--- config.mk ---
export PLATFORM = sky130hd
export DESIGN_NAME = raster_timing
export DESIGN_NICKNAME = d
export VERILOG_FILES = /design/src/rtl/raster_pkg.sv /design/src/rtl/raster_hcount.sv /design/src/rtl/raster_vcount.sv /design/src/rtl/raster_decode.sv /design/src/rtl/raster_timing.sv
export SDC_FILE = /design/constraint.sdc
export NUM_CORES = 1
export LEC_CHECK = 0
export BUFFER_PORTS_ARGS = -buffer_cell sky130_fd_sc_hd__buf_2
export CAP_MARGIN = 25
export CORE_MARGIN = 2
export CORE_UTILIZATION = 37
export DETAILED_ROUTE_END_ITERATION = 10
export PLACE_DENSITY_LB_ADDON = 0.2
export SETUP_SLACK_MARGIN = 0.2
export SLEW_MARGIN = 20
export SYNTH_ARGS = -nofsm -noshare
export SYNTH_HDL_FRONTEND = slang
export SYNTH_HIERARCHICAL = 1
export SYNTH_SLANG_ARGS = --single-unit
export TNS_END_PERCENT = 100
--- constraint.sdc ---
create_clock -name clk -period 1.9 [get_ports clk]
set_clock_uncertainty 0.1 [all_clocks]
set_input_delay 0.38 -clock clk [delete_from_list [all_inputs] [get_ports clk]]
set_output_delay 0.38 -clock clk [all_outputs]
set_load 0.005 [all_outputs]
--- src/rtl/raster_pkg.sv ---
package raster_pkg;

    localparam int unsigned LINE_CYC    = 65;
    localparam int unsigned VIS_BYTES   = 40;
    localparam int unsigned VIS_LINES   = 192;
    localparam int unsigned FRAME_LINES = 262;

    typedef struct packed {
        logic       hblank;
        logic       vblank;
        logic [5:0] col;
        logic [7:0] line;
        logic       frame_start;
    } raster_out_t;

    function automatic int unsigned frame_cycles(input int unsigned lc, input int unsigned fl);
        return lc * fl;
    endfunction

endpackage

--- src/rtl/raster_hcount.sv ---
module raster_hcount #(
    parameter int unsigned LINE_CYC = 65,
    localparam int unsigned H_W = $clog2(LINE_CYC)
) (
    input  logic           clk,
    input  logic           rst,
    input  logic           cen,
    output logic [H_W-1:0] hpos,
    output logic           line_end
);
    localparam logic [H_W-1:0] H_LAST = H_W'(LINE_CYC - 1);

    logic [H_W-1:0] hpos_q;

    always_ff @(posedge clk) begin
        if (rst)
            hpos_q <= '0;
        else if (cen)
            hpos_q <= (hpos_q == H_LAST) ? '0 : hpos_q + 1'b1;
    end

    assign hpos     = hpos_q;
    assign line_end = (hpos_q == H_LAST);

    // position never leaves the line
    a_r4_h_in_range: assert property (@(posedge clk) disable iff (rst)
        hpos_q <= H_LAST);
    // no movement without enable
    a_r2_h_hold: assert property (@(posedge clk) disable iff (rst)
        !cen |=> $stable(hpos_q));
    // wrap to zero after the last position
    a_r5_h_wrap: assert property (@(posedge clk) disable iff (rst)
        (cen && hpos_q == H_LAST) |=> hpos_q == '0);
endmodule

--- src/rtl/raster_vcount.sv ---
module raster_vcount #(
    parameter int unsigned FRAME_LINES = 262,
    localparam int unsigned V_W = $clog2(FRAME_LINES)
) (
    input  logic           clk,
    input  logic           rst,
    input  logic           adv,
    output logic [V_W-1:0] vpos
);
    localparam logic [V_W-1:0] V_LAST = V_W'(FRAME_LINES - 1);

    logic [V_W-1:0] vpos_q;

    always_ff @(posedge clk) begin
        if (rst)
            vpos_q <= '0;
        else if (adv)
            vpos_q <= (vpos_q == V_LAST) ? '0 : vpos_q + 1'b1;
    end

    assign vpos = vpos_q;

    // line number stays within the frame
    a_r7_v_in_range: assert property (@(posedge clk) disable iff (rst)
        vpos_q <= V_LAST);
    // line holds unless advanced
    a_r5_v_hold: assert property (@(posedge clk) disable iff (rst)
        !adv |=> $stable(vpos_q));
    // last line returns to zero
    a_r7_v_wrap: assert property (@(posedge clk) disable iff (rst)
        (adv && vpos_q == V_LAST) |=> vpos_q == '0);
endmodule

--- src/rtl/raster_decode.sv ---
module raster_decode #(
    parameter int unsigned VIS_BYTES = 40,
    parameter int unsigned VIS_LINES = 192,
    parameter int unsigned H_W = 7,
    parameter int unsigned V_W = 9
) (
    input  logic                    cen,
    input  logic [H_W-1:0]          hpos,
    input  logic [V_W-1:0]          vpos,
    output raster_pkg::raster_out_t tout
);
    localparam logic [H_W-1:0] H_VIS = H_W'(VIS_BYTES);
    localparam logic [V_W-1:0] V_VIS = V_W'(VIS_LINES);

    logic h_act, v_act;

    always_comb begin
        h_act            = (hpos < H_VIS);
        v_act            = (vpos < V_VIS);
        tout.hblank      = !h_act;
        tout.vblank      = !v_act;
        tout.col         = h_act ? 6'(hpos) : '0;
        tout.line        = v_act ? 8'(vpos) : '0;
        tout.frame_start = cen && (hpos == '0) && (vpos == '0);
    end
endmodule

--- src/rtl/raster_timing.sv ---
module raster_timing
    import raster_pkg::*;
(
    input  logic       clk,
    input  logic       rst,
    input  logic       cyc_en,
    output logic       hblank,
    output logic       vblank,
    output logic [5:0] col,
    output logic [7:0] line,
    output logic       frame_start
);
    localparam int unsigned H_W = $clog2(LINE_CYC);
    localparam int unsigned V_W = $clog2(FRAME_LINES);

    logic [H_W-1:0] hpos;
    logic [V_W-1:0] vpos;
    logic           line_end;
    raster_out_t    tout;

    raster_hcount #(.LINE_CYC(LINE_CYC)) u_h (
        .clk(clk), .rst(rst), .cen(cyc_en), .hpos(hpos), .line_end(line_end)
    );

    raster_vcount #(.FRAME_LINES(FRAME_LINES)) u_v (
        .clk(clk), .rst(rst), .adv(cyc_en && line_end), .vpos(vpos)
    );

    raster_decode #(.VIS_BYTES(VIS_BYTES), .VIS_LINES(VIS_LINES), .H_W(H_W), .V_W(V_W)) u_d (
        .cen(cyc_en), .hpos(hpos), .vpos(vpos), .tout(tout)
    );

    assign hblank      = tout.hblank;
    assign vblank      = tout.vblank;
    assign col         = tout.col;
    assign line        = tout.line;
    assign frame_start = tout.frame_start;

    // reset puts the outputs at the origin
    a_r9_reset_origin: assert property (@(posedge clk)
        rst |=> (!hblank && !vblank && col == '0 && line == '0));
    // strobe only at the origin
    a_r8_sof_origin: assert property (@(posedge clk) disable iff (rst)
        frame_start |-> (!hblank && !vblank && col == '0 && line == '0));
    // blanked lines report zero
    a_r6_vblank_zero: assert property (@(posedge clk) disable iff (rst)
        vblank |-> line == '0);
    // blanked cycles report column zero
    a_r4_hblank_zero: assert property (@(posedge clk) disable iff (rst)
        hblank |-> col == '0);
    // outputs hold without enable
    a_r2_out_hold: assert property (@(posedge clk) disable iff (rst)
        !cyc_en |=> ($stable(col) && $stable(line) && $stable(hblank) && $stable(vblank)));
endmodule

Word level (Yosys, flattened, before mapping). Cells that the tools add are included.

Add/subtract/negate cells: 2. Order comparisons: 2. Eq/ne operators: 2. Muxes and demuxes: 4. Reduce and logical (&&, ||, !) cells: 7.

Operator list (count): $add 9x1->9 const B (1); $eq 9x9->1 const B (1); $logic_not 9->1 (1); $lt 9x8->1 const B (1); $mux 9 (1); $mux 8 (1); $add 7x1->7 const B (1); $eq 7x7->1 const B (1); $logic_not 7->1 (1); $lt 7x6->1 const B (1); $mux 7 (1); $mux 6 (1); $logic_and 1x1->1 (3); $logic_not 1->1 (2).

Register bits after elaboration: 16. Bits of input ports: 3. Output and inout bits: 17.

Longest topological paths before layout. Gate-level depths: netlist of run 1.

Word-level depth: 3. Mapped depth: 9.

Modules after synthesis. Netlist of run 1, hierarchy kept.

By module, submodules not included: raster_vcount (times used 1, cells an instance 46, area an instance 447.9 µm², sequential area each 180.2 µm²); raster_hcount (times used 1, cells an instance 42, area an instance 364.1 µm², sequential area each 140.1 µm²); raster_decode (times used 1, cells an instance 25, area an instance 158.9 µm², sequential area each 0.0 µm²); raster_timing (times used 1, cells an instance 1, area an instance 6.3 µm², sequential area each 0.0 µm²).

Least setup slack after synthesis of run 1. Ideal clock, no wire load.

Kind: reg-to-reg. Start point: reg u_h.hpos_q[3], in the netlist u_h/hpos[3]. End point: reg u_v.vpos_q[8], in the netlist u_v/vpos[8]. Setup time: 66 ps. Arrival: 1833 ps. Setup slack: -99 ps. Cell stages (with the launch flop): 8. Buffers on the path: 1. Period minus slack after synthesis: 1999 ps. Cell sequence: dfxtp_1 > or4b_4 > nor2_1 > and2_1 > buf_6 > nand4_2 > or3_1 > a21oi_2.

Cells in the longest elaborated chain, start to end: 2.

Ends and longest elaborated chain: start, declared (RTL line raster_hcount.sv:13) `logic [H_W-1:0] hpos_q;`; start signal, assigned (RTL line raster_hcount.sv:19) `hpos_q <= (hpos_q == H_LAST) ? '0 : hpos_q + 1'b1;`; $eq 7x7->1 (RTL line raster_hcount.sv:23) `assign line_end = (hpos_q == H_LAST);`; via line_end (RTL line raster_timing.sv:18) `logic line_end;`; $logic_and 1x1->1 (RTL line raster_timing.sv:26) `.clk(clk), .rst(rst), .adv(cyc_en && line_end), .vpos(vpos)`; end signal, assigned (RTL line raster_vcount.sv:18) `vpos_q <= (vpos_q == V_LAST) ? '0 : vpos_q + 1'b1;`; end, declared (RTL line raster_vcount.sv:12) `logic [V_W-1:0] vpos_q;`.

The timed path passes the listed nets, and every way through them passes these cells. A chain may end at the register's enable or synchronous reset.

Worst setup path in the final report of run 1.
Start point: reg u_h.hpos_q[5], in the netlist u_h/hpos[5]. End point: out frame_start.

Cells in the longest elaborated chain, start to end: 3.

Ends and longest elaborated chain: $logic_not 7->1 (RTL line raster_decode.sv:24) `tout.frame_start = cen && (hpos == '0) && (vpos == '0);`; $logic_and 1x1->1 (2 in a row) (RTL line raster_decode.sv:24); end, declared (RTL line raster_timing.sv:11) `output logic frame_start`.

Every way passes these cells.

==> results of run 1 <==
-- logic make-up (layout without fill, tap and decap cells) --
group,count (synthesis),after routing
flops,16,16
mux,1,1
compound gates,20,20
fa+ha+maj,4,4
xor+xnor,6,6
buf+inv,9,52
simple gates,58,58
-- power groups by stage --
stage | clock [mW] | combinational [mW] | sequential [mW]
2_1_floorplan | 0 | 0.0326 | 0.350
3_3_place_gp | 0 | 0.0542 | 0.350
3_5_place_dp | 0 | 0.0555 | 0.350
4_1_cts | 0.237 | 0.0659 | 0.342
5_1_grt | 0.251 | 0.0718 | 0.341
6_report | 0.231 | 0.0663 | 0.341
-- routing by layer --
layer | up-vias | GRT usage [%]
met4 | 0 | 4.18
li1 | 487 | -
met3 | 2 | 2.11
met1 | 485 | 20.7
met2 | 19 | 26.9
met5 | - | 0
-- cell usage after synthesis --
library cell | instances | area share (%)
a21oi_1 | 5 | 2.6
and3b_1 | 1 | 0.90
mux2i_1 | 1 | 1.0
nor4bb_1 | 1 | 1.0
a21oi_2 | 4 | 3.6
nor3_1 | 1 | 0.51
nor3b_1 | 3 | 2.3
nand2b_1 | 1 | 0.64
dfxtp_1 | 16 | 33
or4b_4 | 1 | 1.4
nand4_2 | 2 | 2.6
a211oi_2 | 1 | 1.3
xor2_1 | 5 | 4.5
a41o_1 | 1 | 1.0
o211ai_2 | 1 | 1.3
nor3_2 | 2 | 2.0
or4_1 | 2 | 1.5
nor4_1 | 2 | 1.3
buf_4 | 2 | 1.5
xnor2_1 | 1 | 0.90
and2_1 | 9 | 5.8
nand2_1 | 8 | 3.1
nor2b_1 | 1 | 0.64
nor2_1 | 10 | 3.8
or3_1 | 5 | 3.2
and2_2 | 3 | 2.3
nand4_1 | 5 | 3.2
o21ai_0 | 7 | 3.6
buf_6 | 1 | 1.2
ha_1 | 4 | 5.1
o21ai_1 | 1 | 0.51
inv_1 | 6 | 2.3
or2_2 | 1 | 0.64
-- repair_timing --
item / CTS / global route
endpoints found under the setup margin: 24 / 23
resized for setup: 30 / 28
pin swaps: 7 / 6
setup buffers: 5 / 4
-- layout make-up --
| cell class | instances | area (um^2) | share of cell area (%) |
|---|---|---|---|
| Clock buffer | 4 | 36.3 | 2.35 |
| Inverter | 6 | 22.5 | 1.46 |
| Sequential cell | 16 | 332 | 21.5 |
| Timing Repair Buffer | 42 | 368 | 23.9 |
| Multi-Input combinational cell | 89 | 746 | 48.4 |
| Tap cell | 30 | 37.5 | 2.44 |
-- stage by stage --
| step | total power, mW | cell area [um^2] | hold WS (ps) | util (%) | instances |
|---|---|---|---|---|---|
| after floorplan | 0.382 | 1000 | 345 | - | 114 |
| after global placement | 0.404 | 1210 | 431 | 48.3 | 174 |
| after detailed placement | 0.405 | 1210 | 436 | 48.3 | 174 |
| after CTS | 0.645 | 1380 | 267 | 55.4 | 183 |
| after global routing | 0.664 | 1540 | 266 | 61.7 | 187 |
| final | 0.638 | 1540 | 270 | 61.7 | 187 |
-- state kept, by name, summed over array words and instances (netlist names) --
name	count
u_v/vpos	9
u_h/hpos	7
-- path summary, 6_finish.rpt --
path | start | endpoint | slack, ps | cells after the start
max | u_h/hpos[5]$_SDFFE_PP0P_ | frame_start | -60 | 4
min | rst | u_h/hpos[5]$_SDFFE_PP0P_ | 270 | 2
max reg2reg | u_h/hpos[6]$_SDFFE_PP0P_ | u_v/vpos[7]$_SDFFE_PP0P_ | -20 | 7
min reg2reg | u_h/hpos[2]$_SDFFE_PP0P_ | u_h/hpos[2]$_SDFFE_PP0P_ | 450 | 2
==> metrics, run 1 <==
outcome complete, but fails checks; internal power slightly below 0.5 mW; CP Data Required Time 1420 ps; crit path DAT 1480 ps; part of the power in combinational logic approximately a tenth; Total Nets Final 165; WP buf/inv 2; Synth Area in Adders 5.12%; Worst Path Max Fanout 2; Worst-Margin Slew 332 ps; TritonCTS clock tree done; DIE WIDTH roughly 55 um; sequential area share after synthesis 32.8%; DP HPWL between 1500 and 2000 um; Ports 20; Sw Share 23.6%; metal2 WL 1270 um; CTS H-tree lvls 1; core footprint 2500 um^2; Worst-Skew Late Latency 290 ps; I/O Buffers 19; Max Cap Viol 0; # setup viols final 4; CTS Hold Buffers Added 0; vias in the first global route 889; Ys Warns 6; GR Overflow Total 0; Initial Utilization 39.1%; wire length on met3 82 um; Synth Area in Simple Gates 36.9%; Hold Crit Class in2reg; CTS Buf Count 3; critical path's top delay family simple AND/OR/NAND/NOR gates; Syn Area/Cell 8.57 um^2; most frequent cells in the layout buf_6, buf_2, dfxtp_1; Antenna diodes 0; most common cell after layout, fill and taps aside buf_6; CP peak stage delay 520 ps; Synth Area in Compound Gates 13.8%; Place WS -76.1 ps; violated checks setup timing; CTS clock-pin slew for the worst setup and hold paths about 90 ps; clock root buffer clkbuf_4; via count ~990; Synth Area in XOR/XNOR 5.38%; M1 wire length 1150 um; area grow syn2layout 57.7%; Slew HR between 70% and 80%; Global Route Usage Sum 15.7%; largest net degree at the start of global routing 10; Critical Path Sink Type output port; die height 55.4 um; final hold vios 0; antenna violations before repair 0; critical path type reg2out; first-pass GRT wire length between 3000 and 4000 um; # clock sinks 16; syn_nets 121; final weighted congestion in routability-driven placement 0.760; unrepaired setup endpoints after global routing yes; DRC 0; first-iteration detailed-routing DRC count 18; main combinational cell family by area after synthesis simple AND/OR/NAND/NOR gates; Post-Synthesis Cells about 110; sequential power share 53.4%; min Tclk post-route 1960 ps; mux contribution to synthesized area 1.02%; top layer in use met4; post-route ant nets 0; row cnt 18; final wirelength 2510 um; flops & latches, synth 16; synthesized area 977 um^2; Synth cell types 33; Startpoint Class flop; drt wl/cell around 13 um; FMAX 0.511 GHz; layout cells sized above 1 between 50% and 60%; Tcrit/Tclk final 103%; Vias/cell approximately 5.3; Clock Tree Buf Depth 2; Final Slew Violations 0; peak supply drop 0.375 mV; final setup TNS -106 ps; cell breakdown of the critical path buf_6, or4_4, nor3_2, buf_2; clock power share 36.2%; Pwr Density 414 nW/um^2; DR pass1 iterations 4; Setup WS post-layout -56.5 ps; Filler Cell Count 219; Sw Pwr 0.150 mW; LEAKAGE 0.705 nW; Critical-path top delay cell or4_4; die area roughly 3100 um^2
No activity file was read; power rests on OpenSTA's default activity.
==> run 2: changes to the inputs <==
Clock period 1.9 ns to 2.2 ns, I/O delays scaled along.
==> run 2 against run 1 <==
- the flow now finishes without violations
- final cell count fell by 7.5%
- register-to-register slack improved by 220 ps
- total power down 23%
- sequential share of layout area up 4.3 points
- clock-buffer cell count decreased by 1
- global-route usage decreased by 1.9 points
- design area decreased by 18%
- die area unchanged
- wire length decreased by 14%
- largest power group unchanged
- highest routed layer unchanged
==> metrics, run 2 (synthesized netlist as in run 1, its figures left out) <==
worst reg-to-reg setup slack 200 ps (+220 ps); Hold Crit Class in2reg; RR Startpoint u_h/hpos[3]$_SDFFE_PP0P_; FMAX approximately 0.5 GHz; Critical-path top delay cell or4_4; TritonCTS clock tree done; most frequent cells in the layout buf_2, dfxtp_1, nor2_1, and2_1, nand2_1; internal power 0.377 mW (-23%); layout cells sized above 1 41.3% (-15 points); Global Route Usage Sum 13.9% (-1.9 points); Setup WS post-layout 202 ps (+258 ps); CP Data Required Time 1660 ps (+240 ps); CTS clock-pin slew for the worst setup and hold paths 80 ps (about the same); Max Cap Viol 0 (unchanged); final hold vios 0 (unchanged); Initial Utilization 39.1% (unchanged); critical path type reg2out; Tcrit/Tclk final 90.8%; cell breakdown of the critical path buf_6, or4_4, nor3_2, buf_2; CTS Buf Count 3 (unchanged); sequential power share 60.1% (+6.7 points); Startpoint Class flop; Sw Share 23.3% (-0.26 points); antenna violations before repair 0 (unchanged); Total Nets Final 152 (-7.9%); Ports 20 (unchanged); area grow syn2layout 28.7%; LEAKAGE 0.570 nW (-19%); DRC 0 (unchanged); Pwr Density 391 nW/um^2 (-5.5%); clock power share 30.4% (-5.8 points); final wirelength 2170 um (-14%); via count 896 (-9.8%); crit path DAT 1460 ps (-20 ps); I/O Buffers 19 (unchanged); min Tclk post-route 2000 ps; largest net degree at the start of global routing 10 (unchanged); # setup viols final 0 (-4); first-pass GRT wire length 3480 um (-12%); Filler Cell Count 256 (+17%); final setup TNS 0 ps (+106 ps); Antenna diodes 0 (unchanged); part of the power in combinational logic 9.5% (-0.9 points); drt wl/cell 12.5 um (-6.8%); DIE WIDTH 55.4 um (unchanged); CP peak stage delay 500 ps (-20 ps); clock root buffer clkbuf_4; Worst-Margin Slew 324 ps (-8.07 ps); Post-Layout Inst Area 1260 um^2 (-18%); first-iteration detailed-routing DRC count 17 (-1); Worst Setup SP u_h/hpos[6]$_SDFFE_PP0P_; Place WS 211 ps (+287 ps); max FFs per register 9 (unchanged); DR pass1 iterations 4 (unchanged); DP HPWL 1580 um (-0.11%); die area 3070 um^2 (unchanged); Cell Area, Placed 1140 um^2 (-5.4%); Worst Path Max Fanout 7 (+5); Clock Tree Buf Depth 2 (unchanged); GR Overflow Total 0 (unchanged); die height 55.4 um (unchanged); # clock sinks 16 (unchanged); core footprint 2500 um^2 (unchanged); Final Slew Violations 0 (unchanged); Vias/cell 5.18 (-2.5%); Worst-Skew Late Latency 280 ps (about the same); HP Start rst; post-route ant nets 0 (unchanged); CTS Hold Buffers Added 0 (unchanged); most common cell after layout, fill and taps aside buf_2; row cnt 18 (unchanged); final weighted congestion in routability-driven placement 0.745 (-2.0%); Critical Path Sink Type output port; Sw Pwr 0.115 mW (-24%); CTS H-tree lvls 1 (unchanged); vias in the first global route 780 (-12%); Slew HR 78.4% (+0.57 points); outcome complete, no violations; unrepaired setup endpoints after global routing yes; peak supply drop 0.213 mV (-43%)
-- run 2: cell types whose count changed in the layout (fill, tap and decap cells not counted), moves of 2 or more --
cell,change
nor3b_2,-2
dfxtp_1,+4
buf_2,+7
nor3b_1,+3
dfxtp_2,-3
buf_6,-18
and2_4,-5
buf_4,-2
and2_1,+4
-- run 2: cell type report --
cell class	instances	area, um^2	share of cell area (%)
clock buffers	3	22.5	1.79
inverters	6	22.5	1.79
multi-input cells	89	666	52.9
flip-flops and latches	16	324	25.8
well taps	30	37.5	2.99
repair buffers	29	185	14.7
-- run 2: path summary, 6_finish.rpt --
kind	to	cells after the start
worst max-delay path	frame_start	4
worst min-delay path	u_h/hpos[5]$_SDFFE_PP0P_	2
worst max register to register	u_v/vpos[6]$_SDFFE_PP0P_	6
worst min register to register	u_h/hpos[2]$_SDFFE_PP0P_	2
-- run 2: repair_timing --
action | 4_1_cts | 5_1_grt
setup endpoints to repair | 17 | 8
buffers inserted | 0 | 2
pin swaps | 1 | 1
resized for setup | 9 | 12
-- run 2: power by group through the flow --
stage / Sequential, mW / Combinational, mW / Clock, mW
4_1_cts: 0.296 / 0.0456 / 0.158
6_report: 0.296 / 0.0467 / 0.149
3_5_place_dp: 0.302 / 0.0444 / 0
2_1_floorplan: 0.302 / 0.0273 / 0
5_1_grt: 0.296 / 0.0511 / 0.170
3_3_place_gp: 0.302 / 0.0431 / 0
-- run 2: critical path, delay by kind of cell, from the launching register on --
family / cells / cell delay (ps)
and+or+nand+nor: 2 / 600
DFF: 1 / 340
buffers and inverters: 2 / 250
-- run 2: per-layer routing --
layer / part of all wire (%) / global-route usage, % / up-vias / routed length (um)
met5: 0 / 0 / - / 0
met4: 0.69 / 6.27 / 0 / 15
met3: 3.0 / 2.11 / 2 / 66
met2: 46 / 21.3 / 13 / 987
met1: 51 / 19.0 / 420 / 1100
li1: - / - / 461 / -
-- run 2: per-stage QoR --
| step | utilization (%) | power (mW) | hold slack (ps) | instances |
|---|---|---|---|---|
| finish | 50.3 | 0.492 | 345 | 173 |
| global placement | 45.7 | 0.345 | 425 | 168 |
| floorplan | - | 0.329 | 380 | 114 |
| global route | 50.3 | 0.517 | 353 | 173 |
| detailed placement | 45.7 | 0.347 | 426 | 168 |
| CTS | 47.7 | 0.500 | 340 | 171 |
==> run 3: changes to the inputs <==
--- a/config.mk
+++ b/config.mk
@@ -9,7 +9,7 @@
 export CAP_MARGIN = 25
 export CORE_MARGIN = 2
-export CORE_UTILIZATION = 37
+export CORE_UTILIZATION = 27
 export DETAILED_ROUTE_END_ITERATION = 10
-export PLACE_DENSITY_LB_ADDON = 0.2
+export PLACE_DENSITY = 0.52
 export SETUP_SLACK_MARGIN = 0.2
 export SLEW_MARGIN = 20
==> constraint.sdc (replaced) <==
create_clock -name clk -period 2.2 [get_ports clk]
set_clock_uncertainty 0.1 [all_clocks]
set_input_delay 0.55 -clock clk [delete_from_list [all_inputs] [get_ports clk]]
set_output_delay 0.55 -clock clk [all_outputs]
set_load 0.005 [all_outputs]
==> run 3 against run 2 <==
- sequential share of layout area shrank 2.2 points
- register-to-register slack lost 50 ps
- design area grew 12%
- core utilization shrank 9.0 points
- via count grew 5.0%
- sequential power is essentially flat
- final cell count grew 13%
- wire length grew 14%
- global-route usage shrank 1.2 points
- critical path depth is the same
==> metrics, run 3 (synthesized netlist as in run 1, its figures left out) <==
Slew HR 76.8% (-1.6 points); largest net degree at the start of global routing 10 (unchanged); Worst Path Max Fanout 7 (unchanged); post-layout util 41.3% (-9.0 points); Final Slew Violations 0 (unchanged); # setup viols final 0 (unchanged); DIE WIDTH 64.2 um (+16%); hold endpoint u_h/hpos[5]$_SDFFE_PP0P_; post-route ant nets 0 (unchanged); hold slack 447 ps (+102 ps); GR Overflow Total 0 (unchanged); CP Data Required Time 1550 ps (-110 ps); drt wl/cell 12.6 um (+1.0%); outcome complete, no violations; Setup WS post-layout 67.1 ps (-135 ps); clock root buffer clkbuf_4; most frequent cells in the layout buf_2, buf_6, dfxtp_2, buf_4, nor2_1; Worst Reg2Reg Path Length in Cells 7 (+1); Filler Cell Count 364 (+42%); Vias/cell 4.80 (-7.3%); Worst-Skew Late Latency 280 ps (about the same); final setup TNS 0 ps (unchanged); CTS Buf Count 3 (unchanged); TritonCTS clock tree done; DP HPWL 1740 um (+10%); Total Nets Final 158 (+3.9%); min Tclk post-route 2130 ps (+135 ps); final wirelength 2480 um (+14%); Ports 20 (unchanged); critical path type reg2out; I/O Buffers 19 (unchanged); DRC 0 (unchanged); most common cell after layout, fill and taps aside buf_2; LEAKAGE 0.636 nW (+12%); worst reg-to-reg setup slack 150 ps (-50 ps); max FFs per register 9 (unchanged); crit path DAT 1480 ps (+20 ps); CTS Hold Buffers Added 0 (unchanged); die area 4120 um^2 (+34%); Inst Count DP 186 (+11%); Startpoint Class flop; Post-Layout Inst Area 1410 um^2 (+12%); Initial Utilization 28.6% (-10 points); Max Cap Viol 0 (unchanged); CTS clock-pin slew for the worst setup and hold paths 100 ps (+20 ps); first-pass GRT wire length 4220 um (+21%); final hold vios 0 (unchanged); worst hold stages 2 (unchanged); row cnt 21 (+3); layout cells sized above 1 49.3% (+8.1 points); first-iteration detailed-routing DRC count 40 (+23); DR pass1 iterations 3 (-1); Pwr Density 388 nW/um^2 (-0.68%); antenna violations before repair 0 (unchanged); Antenna diodes 0 (unchanged); Worst-Margin Slew 347 ps (+23.5 ps); Place WS 188 ps (-23.5 ps); HP Start rst; Worst Setup SP u_h/hpos[6]$_SDFFE_PP0P_; via count 941 (+5.0%); RR Startpoint u_h/hpos[4]$_SDFFE_PP0P_; Cell Area, Placed 1180 um^2 (+3.1%); Tcrit/Tclk final 96.9% (+6.1 points); FMAX 0.469 GHz (-6.3%); Global Route Usage Sum 12.6% (-1.2 points); post-route insts no fill 196 (+13%); die height 64.2 um (+16%); Hold Crit Class in2reg; final weighted congestion in routability-driven placement 0.758 (+1.7%); vias in the first global route 891 (+14%); FF-to-FF End u_v/vpos[8]$_SDFFE_PP0P_; CTS H-tree lvls 1 (unchanged); total power 0.547 mW (+11%); core footprint 3420 um^2 (+37%); Clock Tree Buf Depth 2 (unchanged); unrepaired setup endpoints after global routing yes; area grow syn2layout 44.3%; Critical Path Sink Type output port; # clock sinks 16 (unchanged); peak supply drop 0.192 mV (-9.7%)
[run 3: cell types whose count changed in the layout (fill, tap and decap cells not counted), moves of 2 or more]
| cell | delta |
|---|---|
| or3_1 | +2 |
| dfxtp_1 | -7 |
| or3_4 | -2 |
| buf_4 | +3 |
| buf_6 | +6 |
| dfxtp_2 | +7 |
| nor4_4 | +2 |
| nor4_1 | -2 |
| buf_2 | -3 |
[run 3: worst max-delay path by stage]
| stage | to | cells past startpoint |
|---|---|---|
| 6_report | frame_start | 4 |
| 5_1_grt | frame_start | 4 |
| 4_1_cts | frame_start | 4 |
| 3_5_place_dp | u_v/vpos[5]$_SDFFE_PP0P_ | 6 |
| 3_3_place_gp | u_v/vpos[5]$_SDFFE_PP0P_ | 6 |
| 2_1_floorplan | u_v/vpos[8]$_SDFFE_PP0P_ | 7 |
[run 3: what timing repair did]
action,4_1_cts,5_1_grt
endpoints found under the hold margin,0,0
pin swaps,12,9
buffers inserted,3,3
endpoints found under the setup margin,15,20
gates resized for setup,17,22
[run 3: per-layer routing]
metal / track usage (%) / up-vias / wire length (um)
met3: 3.35 / 0 / 99
met4: 1.60 / 0 / 0
met2: 21.2 / 18 / 1220
met5: 0 / - / 0
li1: - / 477 / -
met1: 16.6 / 446 / 1160
[run 3: final cells by class]
type,count,area [um^2],share of cell area (%)
tap,46,57.6,4.08
timing repair buffer,35,260,18.5
clock buffer,4,36.3,2.57
sequential,16,333,23.6
inverter,6,22.5,1.60
multi-input combinational,89,701,49.7
[run 3: report_power, final]
part	internal (mW)	switching, mW
Clock	0.101	0.0948
Sequential	0.292	0.00189
Combinational	0.0285	0.0292
[run 3: critical path: stages (launching register included)]
cell	delay (ps)
dfxtp_2	330
buf_6	130
or4_4	500
nor3_2	110
buf_2	130
